<file path="src/rtl/board_ctrl_pkg.sv">
package board_ctrl_pkg;
  localparam int DATA_W = 8;
  localparam int ADDR_W = 4;
  localparam int NIB_W  = 4;
  localparam int NREG_RW = 2;

  localparam logic [ADDR_W-1:0] A_CTRL_A = 4'd0;
  localparam logic [ADDR_W-1:0] A_CTRL_B = 4'd1;
  localparam logic [ADDR_W-1:0] A_STAT_A = 4'd2;
  localparam logic [ADDR_W-1:0] A_STAT_B = 4'd3;
  localparam logic [ADDR_W-1:0] A_DACPRT = 4'd4;

  // control A field positions
  localparam int CA_DESKEW = 0;
  localparam int CA_DCBAL  = 1;
  localparam int CA_LED    = 3;
  localparam int CA_CFGEN  = 4;
  localparam int CA_DACEN  = 5;
  localparam int CA_DBGOE  = 6;
  localparam int CA_ADCEN  = 7;
  // control B field positions
  localparam int CB_CRATE  = 0;
  localparam int CB_SIG    = 4;
  localparam int CB_CSREQ  = 6;
  // status B field positions
  localparam int SB_DACRB  = 4;

  localparam logic [DATA_W-1:0] CTRL_A_MASK = 8'b1111_1011;
  localparam logic [DATA_W-1:0] CTRL_B_MASK = 8'b0111_1111;

  // chip select is asserted (low) only if loading enabled and request low
  function automatic logic cs_level(input logic load_en, input logic req_bit);
    return !(load_en && !req_bit);
  endfunction

  function automatic logic [DATA_W-1:0] pack_stat_b(input logic [NIB_W-1:0] lines_n,
                                                    input logic rb);
    logic [DATA_W-1:0] v;
    v = '0;
    v[NIB_W-1:0] = ~lines_n;
    v[SB_DACRB] = rb;
    return v;
  endfunction
endpackage

</file>
<file path="src/rtl/bc_ctrl_bank.sv">
module bc_ctrl_bank
  import board_ctrl_pkg::*;
(
  input  logic                          clk,
  input  logic                          rst,
  input  logic [NREG_RW-1:0]            wr_sel,
  input  logic [DATA_W-1:0]             wdata,
  output logic [NREG_RW-1:0][DATA_W-1:0] regs_q
);
  localparam logic [NREG_RW-1:0][DATA_W-1:0] MASKS = {CTRL_B_MASK, CTRL_A_MASK};

  for (genvar g = 0; g < NREG_RW; g++) begin : g_reg
    always_ff @(posedge clk) begin
      if (rst) regs_q[g] <= '0;
      else if (wr_sel[g]) regs_q[g] <= wdata & MASKS[g];
    end
  end
endmodule

</file>
<file path="src/rtl/bc_dac_port.sv">
module bc_dac_port (
  input  logic clk,
  input  logic rst,
  input  logic port_wr,
  input  logic load_en,
  input  logic din,
  output logic sdata,
  output logic sclk,
  output logic busy
);
  logic armed;
  logic accept;

  assign busy   = armed | sclk;
  assign accept = port_wr & load_en & ~busy;

  always_ff @(posedge clk) begin
    if (rst) begin
      sdata <= 1'b0;
      armed <= 1'b0;
      sclk  <= 1'b0;
    end else begin
      if (accept) sdata <= din;
      armed <= accept;
      sclk  <= armed;
    end
  end
endmodule

</file>
<file path="src/rtl/bc_read_mux.sv">
module bc_read_mux
  import board_ctrl_pkg::*;
(
  input  logic [ADDR_W-1:0] addr,
  input  logic [DATA_W-1:0] ctrl_a,
  input  logic [DATA_W-1:0] ctrl_b,
  input  logic [DATA_W-1:0] stat_a,
  input  logic [DATA_W-1:0] stat_b,
  output logic [DATA_W-1:0] rdata
);
  always_comb begin
    case (addr)
      A_CTRL_A: rdata = ctrl_a;
      A_CTRL_B: rdata = ctrl_b;
      A_STAT_A: rdata = stat_a;
      A_STAT_B: rdata = stat_b;
      default:  rdata = '0;
    endcase
  end
endmodule

</file>
<file path="src/rtl/board_ctrl_regs.sv">
module board_ctrl_regs
  import board_ctrl_pkg::*;
(
  input  logic              clk,
  input  logic              rst,
  input  logic [ADDR_W-1:0] bus_addr,
  input  logic              bus_wr,
  input  logic [DATA_W-1:0] bus_wdata,
  output logic [DATA_W-1:0] bus_rdata,
  input  logic [NIB_W-1:0]  fpga0_stat,
  input  logic [NIB_W-1:0]  fpga1_stat,
  input  logic [NIB_W-1:0]  bp_status_n,
  input  logic              dac_sdo_in,
  output logic              deskew_n,
  output logic              dc_bal,
  output logic              adc_en,
  output logic              led_n,
  output logic              cfg_en,
  output logic              dac_load_en,
  output logic              dbg_oe,
  output logic [NIB_W-1:0]  crate_drv,
  output logic [1:0]        sig_out,
  output logic              dac_cs_n,
  output logic              dac_sdata,
  output logic              dac_sclk
);
  logic [NREG_RW-1:0]             wr_sel;
  logic [NREG_RW-1:0][DATA_W-1:0] regs_q;
  logic                           port_wr;
  logic                           port_busy;
  logic [DATA_W-1:0]              stat_a;
  logic [DATA_W-1:0]              stat_b;

  assign wr_sel[0] = bus_wr && (bus_addr == A_CTRL_A);
  assign wr_sel[1] = bus_wr && (bus_addr == A_CTRL_B);
  assign port_wr   = bus_wr && (bus_addr == A_DACPRT);

  bc_ctrl_bank u_bank (
    .clk(clk), .rst(rst), .wr_sel(wr_sel), .wdata(bus_wdata), .regs_q(regs_q)
  );

  bc_dac_port u_port (
    .clk(clk), .rst(rst), .port_wr(port_wr), .load_en(dac_load_en),
    .din(bus_wdata[0]), .sdata(dac_sdata), .sclk(dac_sclk), .busy(port_busy)
  );

  assign stat_a = {fpga1_stat, fpga0_stat};
  assign stat_b = pack_stat_b(bp_status_n, dac_sdo_in);

  bc_read_mux u_mux (
    .addr(bus_addr), .ctrl_a(regs_q[0]), .ctrl_b(regs_q[1]),
    .stat_a(stat_a), .stat_b(stat_b), .rdata(bus_rdata)
  );

  assign deskew_n    = regs_q[0][CA_DESKEW];
  assign dc_bal      = regs_q[0][CA_DCBAL];
  assign led_n       = ~regs_q[0][CA_LED];
  assign cfg_en      = regs_q[0][CA_CFGEN];
  assign dac_load_en = regs_q[0][CA_DACEN];
  assign dbg_oe      = regs_q[0][CA_DBGOE];
  assign adc_en      = regs_q[0][CA_ADCEN];
  assign crate_drv   = regs_q[1][CB_CRATE +: NIB_W];
  assign sig_out     = regs_q[1][CB_SIG +: 2];
  assign dac_cs_n    = cs_level(dac_load_en, regs_q[1][CB_CSREQ]);
endmodule

</file>
<file path="config.mk">
export PLATFORM = sky130hd
export DESIGN_NAME = board_ctrl_regs
export DESIGN_NICKNAME = d
export VERILOG_FILES = /design/src/rtl/board_ctrl_pkg.sv /design/src/rtl/bc_ctrl_bank.sv /design/src/rtl/bc_dac_port.sv /design/src/rtl/bc_read_mux.sv /design/src/rtl/board_ctrl_regs.sv
export SDC_FILE = /design/constraint.sdc
export NUM_CORES = 1
export LEC_CHECK = 0
export ABC_AREA = 1
export CORE_UTILIZATION = 41
export DETAILED_ROUTE_END_ITERATION = 10
export GPL_ROUTABILITY_DRIVEN = 0
export PLACE_DENSITY_LB_ADDON = 0.08
export SLEW_MARGIN = 10
export SYNTH_ARGS = -nofsm -noshare
export SYNTH_HDL_FRONTEND = slang
export SYNTH_HIERARCHICAL = 1
export SYNTH_SLANG_ARGS = --single-unit
</file>
<file path="constraint.sdc">
create_clock -name clk -period 1.1 [get_ports clk]
set_input_delay 0.11 -clock clk [delete_from_list [all_inputs] [get_ports clk]]
set_output_delay 0.11 -clock clk [all_outputs]
set_load 0.01 [all_outputs]
</file>
## Word-level counts from Yosys, hierarchy flattened

Cells that the tools add are included.

- $mul: 0
- Div/mod/pow operators: 0
- Equal/unequal tests: 4
- Reductions and logical operators: 7
- Add/subtract/negate cells: 0
- Multiplexer cells: 1
- Shifts and indexed selects: 0
- Order comparisons: 0
- Bitwise gates (word level): 6

Operators with widths:

| kind | count |
|---|---|
| 8-bit case mux with 4 select lines | 1 |
| 4-bit by 2-bit equality test with 1-bit output (second input constant) | 2 |
| 4-bit by 1-bit equality test with 1-bit output (second input constant) | 1 |
| 4-bit by 3-bit equality test with 1-bit output (second input constant) | 1 |
| 1-bit logical AND | 4 |
| 4-bit zero test | 1 |
| 4-bit NOT | 1 |
| 1-bit AND | 2 |
| 1-bit zero test | 2 |
| 1-bit NOT | 2 |
| 1-bit OR | 1 |

- Bits in read-only memories: 0
- Output and inout bits: 24
- Word-level logic and storage cells: 23
- Memory bits (writable): 0
- Bits in latches: 0
- Memories: 0
- Bits of input ports: 28
- Register bits: 17

## Depth between registers and ports, before layout

- Depth in word-level cells: 4
- Mapped depth: 8
- Gate-level depth less buffers: 8

## Hierarchy

Netlist, hierarchy kept.

Modules (own cells, without submodules):

| module | cells an instance | times used | area an instance (um^2) | seq. area each (um^2) |
|---|---|---|---|---|
| bc_ctrl_bank | 85 | 1 | 575.6 | 280.3 |
| bc_read_mux | 83 | 1 | 375.4 | 0.0 |
| bc_dac_port | 16 | 1 | 125.1 | 60.1 |
| board_ctrl_regs | 20 | 1 | 81.3 | 0.0 |

## Least setup slack after synthesis

Ideal clock, no wire load.

- Path type: input port to flip-flop
- Start point: input port bus_addr[3]
- End point: register u_bank/regs_q[10] (netlist name)
- Cell stages on the path: 7
- Library setup time: 0.113 ns
- Setup slack: 0.214 ns
- Data arrival time: 0.774 ns
- Path buffers: 1
- Required time: 0.987 ns
- Path through: inv_1 -> nand3_1 -> nor2_1 -> buf_6 -> nand2_1 -> nand2_1 -> nor2_1

- Longest elaborated chain between the ends: 2

RTL lines:

| element | RTL line | RTL |
|---|---|---|
| from (decl) | board_ctrl_regs.sv:6 | `input logic [ADDR_W-1:0] bus_addr,` |
| 4-bit by 1-bit equality test with 1-bit output | board_ctrl_regs.sv:35 | `assign wr_sel[1] = bus_wr && (bus_addr == A_CTRL_B);` |
| 1-bit logical AND | board_ctrl_regs.sv:35 |  |
| net wr_sel[1] | board_ctrl_regs.sv:27 | `logic [NREG_RW-1:0] wr_sel;` |
| to (signal, indexed assignment) | bc_ctrl_bank.sv:15 | `else if (wr_sel[g]) regs_q[g] <= wdata & MASKS[g];` |
| to (decl) | bc_ctrl_bank.sv:8 | `output logic [NREG_RW-1:0][DATA_W-1:0] regs_q` |

The timed path passes the listed nets, and every way through them passes these cells.
A chain may end at the register's enable or synchronous reset.

## Worst setup path in the final report

- Start point: input port bus_addr[1]
- End point: output port bus_rdata[5]

- Longest elaborated chain between the ends: 2
- Elaborated cells on any way between the ends: 5
- Classes of those cells: eq/ne (3); mux (1); reduce/logical (1)

RTL lines:

| element | RTL line | RTL |
|---|---|---|
| 4-bit by 2-bit equality test with 1-bit output, or another cell as far along | bc_read_mux.sv:12 | `case (addr)` |
| 8-bit case mux with 4 select lines (*) | bc_read_mux.sv:12 |  |
| to (decl) | board_ctrl_regs.sv:9 | `output logic [DATA_W-1:0] bus_rdata,` |

Every way passes the cells marked *; elsewhere a longest branch is shown, timed or not.

==> results.md <==
* Worst Setup End Kind: output port
* Die area at between 3000 and 4000 sq um
* Mapped Area at 1160 sq um
* Final Slew Violations at 0
* Hold Crit Class: in2reg
* Die width at 55.1 microns
* RSZ-0062 raised after global routing: yes
* CP required at just under 1000 ps
* Detailed placement HPWL at 2.21 mm
* Boundary pin count at 52
* CP dominant cell by count: nand2_1
* Initial Util at 0.451
* Drt first pass iters at 4
* Critical path, cell by cell: clkbuf_4, inv_2, nor2_4, buf_6, nand3_1, nand2_1, inv_1, nand2_1, buf_2
* GR Layer Usage met1 at 0.270
* Final WL at 3.63 mm
* Outcome: finished with violations
* Vias in the first global route at roughly 1300
* Reg2Reg Depth at 5
* Area after DPL at approximately 1900 sq um
* Fill count at around 200
* Max incr delay on CP at 180 ps
* CP max-delay cell: nor2_4
* # DRC at 0
* Post-Synthesis Cells at 204
* DRT antenna net count at 0
* Nets@finish at approximately 320
* Hold Crit Endpoint: u_port/armed
* #FFs+latches synth at 17
* Total track usage at 0.241
* CTS buffer count at 3
* Worst r2r dst: u_port/sdata
* Startpoint Class: input port
* Skew final at roughly 0.64 ps
* Initial antenna violation count at 0
* Failing checks: negative setup slack
* GRT overflow at 0
* Row Count at 18
* Final instance count without filler cells at between 300 and 400
* Hold path depth at 6
* Critical path class: in2out
* Final setup margin at -58.7 ps
* Cts hold-fix bufs at 0
* Synthesis-to-finish area growth at 72.4%
* Clk sink count at 17
* Clock transition at path regs at 100 ps
* Initial DRC Count at 35
* Fin area at roughly 2000 sq um
* Skew-Pair Late Insertion Delay at 280 ps
* Routed vias at 1470
* TritonCTS clock tree: built
* Synth warn at 6
* CORE AREA at ~2600 sq um
* Final hold slack at between 150 and 200 ps
* Clock buffer depth at 2
* Worst reg2reg setup slack at ~210 ps
* # diodes at 0
* Power density cells at between 600 and 700 nW/um^2
* Routed len/inst at between 10 and 15 microns
* H-tree depth at 1
* F_max at roughly 860 MHz
* Max-Cap Viols at 0
* Port buffer count at 51
* Register area share after synthesis at 0.294
* CP arrival at 1050 ps
* GR Util met2 at 0.462
* Worst hold start: bus_addr[3]
* Vias per inst at between 4 and 5
* Minimum clock period at roughly 1200 ps
* Final period utilization at 1.05
* Worst path bufs/invs at 5
* Worst r2r src: u_bank/regs_q[5]
* Overall Power at approximately 0.0014 W
* Synth unique cells at 14
* Crit path launch: bus_addr[1]
* Layout cell share with drive strength beyond 1 at 0.380
* Largest net degree at the start of global routing at 17
* First-pass GRT wire length at roughly 5.2 mm
* Top delay family on crit path: buffers and inverters
* Clk root buf: clkbuf_4
* CP Max Fanout at 5
* Syn_area_per_cell at around 5.7 sq um
* Final hold vios at 0
* Worst VDD drop at between 900 and 1000 uV
* Finish-stage setup viols at 3
* GR peak layer: met2
* Dpl cells at roughly 310
* Leakage Power at roughly 1.1 nW
* Final Core Density at 0.777
* Met3 usage at 0.0328
* Die Y at between 50 and 60 microns
[worst max-delay path by stage]
stage | end | slack (ps) | cells past startpoint
global route | bus_rdata[5] | -100 | 5
CTS | bus_rdata[2] | -40 | 10
floorplan | u_bank/regs_q[10] | 210 | 7
global placement | bus_rdata[2] | -760 | 8
finish | bus_rdata[5] | -60 | 9
detailed placement | bus_rdata[2] | -780 | 8
[timing repair]
| item | 4_1_cts | 5_1_grt |
|---|---|---|
| pin swaps | 18 | 14 |
| gates cloned | 2 | 0 |
| endpoints found under the setup margin | 39 | 20 |
| resized for setup | 111 | 31 |
| setup buffers | 8 | 0 |
[final cells by class]
class | count | area (sq um) | area share
clock buffer | 4 | 26.3 | 0.0132
multi-input combinational | 139 | 694 | 0.348
inverter | 43 | 161 | 0.0809
timing repair buffer | 84 | 718 | 0.360
sequential | 17 | 358 | 0.179
tap | 30 | 37.5 | 0.0188
[where the power goes]
part | internal (W) | leakage [nW] | switching [W]
clock network | 0.000141 | 0.0150 | 0.000193
registers | 0.000628 | 0.144 | 0.00000809
logic | 0.000213 | 0.906 | 0.000182
total | 0.000982 | 1.07 | 0.000384
[state kept, by name (all words and copies together) (netlist names)]
signal	cells
u_bank/regs_q	14
u_port/armed	1
u_port/sclk	1
u_port/sdata	1
[per-layer routing]
metal	routed length (microns)	vias to the layer above
met2	1820	52
met1	1540	652
met5	0	-
li1	-	762
met3	231	4
met4	33	0
[worst min-delay path, cell delays in order]
cell and delay, ps:
buf_6 80, inv_1 40, nand2_1 50, nor2_1 40, nand2_1 80, nor3_2 50
[cells by family (layout without fill, tap and decap cells)]
family                 Yosys count  after routing  synth area share
AND/OR/NAND/NOR                133            133             0.504
other                            2              5           0.00649
AO/OA/AOI/OAI                    1              1           0.00432
flip-flops                      17             17             0.294
buffers and inverters           51            131             0.191
[cells in the final DEF, fill, tap and decap left out]
cell	n
nand2_1	56
buf_6	8
nor2_4	4
dlygate4sd2_1	2
nand3_1	19
clkbuf_1	1
buf_4	25
clkdlybuf4s50_1	23
nor2_1	31
inv_2	6
buf_12	4
clkbuf_2	9
nand2_2	3
buf_2	12
a21oi_1	1
conb_1	5
dfxtp_1	3
dfxtp_2	14
nor2_2	4
nor3_2	1
inv_1	37
nand3_2	15
clkbuf_4	4
[cells in the mapped netlist]
master,number,area share
nand3_1,34,0.15
nor2_2,5,0.027
dfxtp_1,17,0.29
inv_2,6,0.019
nor3_2,1,0.0086
buf_4,3,0.019
a21oi_1,1,0.0043
nand2_1,59,0.19
buf_6,2,0.019
conb_1,2,0.0065
buf_2,3,0.013
nor2_4,3,0.029
inv_1,37,0.12
nor2_1,31,0.10
[stage by stage]
| step | setup slack, ps | setup TNS, ps |
|---|---|---|
| final | -58.7 | -122 |
| after global routing | -95.9 | -592 |
| after CTS | -35.3 | -101 |
| after detailed placement | -777 | -13370 |
| after global placement | -763 | -13000 |
| after floorplan | 214 | 0 |
No activity file was read; power rests on OpenSTA's default activity.
